File: src/rtl/ipi_doorbell_regs.sv
module ipi_doorbell_regs #(
  parameter int ADDR_W = 5,
  parameter int DATA_W = 32,
  parameter int NCH    = 11,
  parameter int SYNC_N = 2,
  parameter int unsigned CH_BIT [NCH] = '{0, 8, 9, 16, 17, 18, 19, 24, 25, 26, 27}
) (
  input  logic              clk,
  input  logic              rst_n,
  input  logic              bus_sel,
  input  logic              bus_wr,
  input  logic [ADDR_W-1:0] bus_addr,
  input  logic [DATA_W-1:0] bus_wdata,
  output logic [DATA_W-1:0] bus_rdata,
  input  logic [NCH-1:0]    ring_in,
  input  logic [NCH-1:0]    obs_in,
  output logic [NCH-1:0]    ring_out,
  output logic [NCH-1:0]    echo_out,
  output logic              irq
);

  localparam logic [ADDR_W-1:0] OFF_TRIG = ADDR_W'('h00);
  localparam logic [ADDR_W-1:0] OFF_OBS  = ADDR_W'('h04);
  localparam logic [ADDR_W-1:0] OFF_STAT = ADDR_W'('h10);
  localparam logic [ADDR_W-1:0] OFF_MASK = ADDR_W'('h14);
  localparam logic [ADDR_W-1:0] OFF_EN   = ADDR_W'('h18);
  localparam logic [ADDR_W-1:0] OFF_DIS  = ADDR_W'('h1C);

  function automatic logic [DATA_W-1:0] spread(input logic [NCH-1:0] c);
    logic [DATA_W-1:0] w;
    w = '0;
    for (int k = 0; k < NCH; k++) w[CH_BIT[k]] = c[k];
    return w;
  endfunction

  function automatic logic [NCH-1:0] gather(input logic [DATA_W-1:0] w);
    logic [NCH-1:0] c;
    for (int k = 0; k < NCH; k++) c[k] = w[CH_BIT[k]];
    return c;
  endfunction

  localparam logic [DATA_W-1:0] VALID = spread('1);

  logic [NCH-1:0] ring_s [SYNC_N];
  logic [NCH-1:0] obs_s  [SYNC_N];
  logic [NCH-1:0] ring_prev, status, mask;

  wire            wr_acc = bus_sel & bus_wr;
  wire [NCH-1:0]  wr_ch  = gather(bus_wdata);
  wire [NCH-1:0]  rise   = ring_s[SYNC_N-1] & ~ring_prev;
  wire [NCH-1:0]  clr    = (wr_acc && bus_addr == OFF_STAT) ? wr_ch : '0;

  always_ff @(posedge clk) begin
    if (!rst_n) begin
      for (int i = 0; i < SYNC_N; i++) begin
        ring_s[i] <= '0;
        obs_s[i]  <= '0;
      end
      ring_prev <= '0;
    end else begin
      ring_s[0] <= ring_in;
      obs_s[0]  <= obs_in;
      for (int i = 1; i < SYNC_N; i++) begin
        ring_s[i] <= ring_s[i-1];
        obs_s[i]  <= obs_s[i-1];
      end
      ring_prev <= ring_s[SYNC_N-1];
    end
  end

  always_ff @(posedge clk) begin
    if (!rst_n) begin
      status   <= '0;
      mask     <= '1;
      ring_out <= '0;
    end else begin
      ring_out <= (wr_acc && bus_addr == OFF_TRIG) ? wr_ch : '0;
      status   <= (status & ~clr) | rise;
      if (wr_acc && bus_addr == OFF_EN)
        mask <= mask & ~wr_ch;
      else if (wr_acc && bus_addr == OFF_DIS)
        mask <= mask | wr_ch;
    end
  end

  always_comb begin
    case (bus_addr)
      OFF_OBS:  bus_rdata = spread(obs_s[SYNC_N-1]);
      OFF_STAT: bus_rdata = spread(status);
      OFF_MASK: bus_rdata = spread(mask);
      default:  bus_rdata = '0;
    endcase
  end

  assign echo_out = status;
  assign irq      = |(status & ~mask);

endmodule

File: config.mk
export PLATFORM = sky130hd
export DESIGN_NAME = ipi_doorbell_regs
export DESIGN_NICKNAME = d
export VERILOG_FILES = /design/src/rtl/ipi_doorbell_regs.sv
export SDC_FILE = /design/constraint.sdc
export NUM_CORES = 1
export LEC_CHECK = 0
export CORE_UTILIZATION = 45
export DETAILED_ROUTE_END_ITERATION = 6
export PLACE_DENSITY = 0.8
export RECOVER_POWER = 25
export SLEW_MARGIN = 0
export SYNTH_ARGS = -nofsm -noshare
export SYNTH_HDL_FRONTEND = slang
export SYNTH_SLANG_ARGS = --single-unit
File: constraint.sdc
create_clock -name clk -period 1.9 [get_ports clk]
set_input_delay 0.475 -clock clk [delete_from_list [all_inputs] [get_ports clk]]
set_output_delay 0.475 -clock clk [all_outputs]
set_load 0.05 [all_outputs]
==> summary.txt <==
Critical path
  • Crit path kind: reg2out
  • Bufs and invs on worst path: 2
  • Crit-path leading delay family: compound AO/OA/AOI/OAI gates
  • Flop2flop setup slack: 0.74 ns
  • Worst setup SP type: flip-flop
  • Critical Path End: irq
  • CP arrival: 1.55 ns
  • Max incr delay on CP: 0.46 ns
  • Worst Reg2Reg Path Length in Cells: 6
  • Critical-path maximum fanout: 2
  • Worst r2r src: echo_out[0]
  • Setup crit end kind: output pin
  • Data required time at the worst endpoint: 1.42 ns
  • Reg2reg end: echo_out[0]
  • Critical-path cell list: inv_2 -> a222oi_1 -> nand3_2 -> buf_8
  • Critical-path top delay cell: a222oi_1
  • WP depth: 4

GRT
  • Gr ovfl total: 0
  • Global-route wire length before repair: 12.96 mm
  • Largest net degree at the start of global routing: 27
  • Vias in the first global route: 2646
  • Overall Global Routing Usage: 22.35%
  • Initial antenna violation count: 0

Floorplanning
  • Core area: 0.007292 mm2
  • # IOs: 118
  • Initial Utilization: 46.98%
  • Rows: 31
  • Die W: 89.25 um
  • Die Span Y: 89.25 um
  • Total Die Area: 0.007966 mm2

STA
  • Tightest Pin Transition: 0.9069 ns
  • Fin crit share: 106.4%
  • Skew final: 0.004509 ns
  • RSZ-0062 raised after global routing: yes
  • Setup-failing EPs final: 9
  • Number of max-slew violations in the final report: 0
  • F_max: 0.4947 GHz
  • Final hold violations: 0
  • Fin crit period: 2.022 ns
  • Relative slew margins: 39.54%
  • Final Worst Setup Slack: -0.1216 ns

Synthesis
  • Synth top area share: 51.42%
  • Leading area contributor after synthesis: dfxtp_1
  • Ranking of synthesized cells by area: dfxtp_1, and2_1, buf_4, mux2_1, a2bb2oi_1
  • Cell area after synthesis: 0.003426 mm2
  • Synth top cells by count: dfxtp_1, and2_1, buf_4, inv_1, nand3_1
  • Synthesized flop and latch total: 88
  • Register area share after synthesis: 51.42%
  • Async S/R FF share, synth: 0%
  • Primary FF master, synth: dfxtp_1
  • Mean Syn Cell Area: 10.14 um2
  • Post-synth cell types: 29
  • Post-synth EDFFs: 0
  • YS warnings: 0
  • Most common cell in the netlist: dfxtp_1
  • Syn Inst Count: 338

Finish
  • Final core utilization: 68.14%
  • Finished Cell Area: 0.004969 mm2
  • Area grow syn2layout: 45.03%
  • Diode count: 0
  • Share of cells above drive strength 1: 33.78%
  • NumNets Final: 502
  • Fin cells: 543

Clock network
  • Clk slew on worst S/H paths: 0.08 ns
  • TritonCTS clock tree: yes
  • Sink Count: 88
  • CTS buffer count: 9
  • Clock buffer depth: 2
  • Hold Buf Count CTS: 0
  • Worst-skew pair later-pin latency: 0.35 ns
  • Root Driver: clkbuf_8
  • H-tree depth: 3

Route
  • Final WL: 8.381 mm
  • Vias per cell: 5.028
  • Final ANT Viol Nets: 0
  • 1st-iter DRT viols: 151
  • WL per Instance: 15.43 um
  • # DRC: 0
  • Via count: 2730
  • TritonRoute pass-1 iters: 4

Pwr
  • Maximum VDD drop: 540.0 uV
  • Power density cells: 832.1 mW/mm2
  • Lkg Pwr: 2.071 nW
  • Tot Pwr: 4.134 mW

Run status
  • Status: finished with violations
  • Failing checks: setup timing

Placed design
  • Placed Cells: 513
  • Routability Congestion: 0.8576
  • Count of buffers from port buffering: 75
  • Pre-CTS setup slack: -0.5921 ns
  • Hpwl dp: 5.402 mm
  • Placed cell areas: 0.004438 mm2

Hold path
  • Min-delay worst type: reg2reg

Job
  • Max_cap viols: 0
==> worst min path at each step <==
stage | from | endpoint | depth (start not counted)
2_1_floorplan | obs_s[0][0] | obs_s[0][11] | 1
4_1_cts | ring_s[0][3] | ring_s[0][14] | 1
3_5_place_dp | ring_s[0][8] | ring_s[0][19] | 1
5_1_grt | ring_s[0][3] | ring_s[0][14] | 1
3_3_place_gp | obs_s[0][3] | obs_s[0][14] | 1
6_report | ring_s[0][3] | ring_s[0][14] | 1
==> worst reg2reg max path, delay by kind of cell, from the launching register on <==
| family | cells | cell delay (ns) |
|---|---|---|
| flops | 1 | 0.33 |
| compound gates | 2 | 0.27 |
| simple gates | 1 | 0.09 |
| buf+inv | 3 | 0.38 |
==> repair_timing <==
item,4_1_cts,5_1_grt
resized for setup,77,6
gates cloned,2,0
pin swaps,23,11
setup endpoints to repair,15,12
buffers inserted,10,2
==> area by class of cell <==
class                   count  area, um2
repair buffers            112       1146
inverters                  17      63.81
fillers                   546       2323
flip-flops and latches     88       1778
clock inverters             4      77.57
multi-input cells         211       1634
well taps                  99      123.9
clock buffers              12      145.1
==> power by group <==
group	internal (mW)	switching (mW)
clock	0.782	0.622
sequential	1.93	0.0490
combinational	0.327	0.428
==> per-layer routing <==
metal | global-route usage [%] | routed length, um | share of wire [%]
met3 | 5.448 | 584 | 7.0
met2 | 37.34 | 4220 | 50
met1 | 25.80 | 3287 | 39
met5 | 0 | 0 | 0
met4 | 14.00 | 289 | 3.4
==> per-stage QoR <==
stage          hold WS [ns]  setup TNS [ns]
2_1_floorplan        0.4119         -0.1643
3_3_place_gp         0.4142          -8.104
3_5_place_dp         0.4185          -8.908
4_1_cts              0.4377         -0.4604
5_1_grt              0.4531         -0.7709
6_report             0.4322         -0.3544
==> logic make-up (layout without fill, tap and decap cells) <==
kind of cell	after synthesis	in the layout	synth area share (%)
AND/OR/NAND/NOR	129	130	23.12
flip-flops	88	88	51.42
other	1	21	0.1095
AO/OA/AOI/OAI	49	49	11.18
multiplexers	11	11	3.616
buffers and inverters	60	145	10.55
==> placed cells by master, fill, tap and decap left out, types with 2 or more instances in the layout <==
master,instances
dlygate4sd2_1,3
buf_12,14
nor2_4,11
and3_1,2
clkbuf_8,10
mux2_4,10
buf_4,42
a41oi_1,2
nor2b_1,4
nand4_1,9
and2_0,16
dfxtp_1,77
conb_1,21
nand2_1,11
nor2b_4,3
inv_1,16
o21ai_0,6
nor4b_4,2
and2_1,51
o21ai_1,3
or3_4,2
a31o_1,3
bufinv_16,2
nand3_1,15
clkbuf_1,6
dfxtp_2,10
clkdlybuf4s50_1,35
clkinv_4,2
a22oi_2,11
o21ai_2,10
a2111oi_4,2
a2bb2oi_1,11
buf_2,3
buf_6,8
Power figures use the tool's default switching activity.
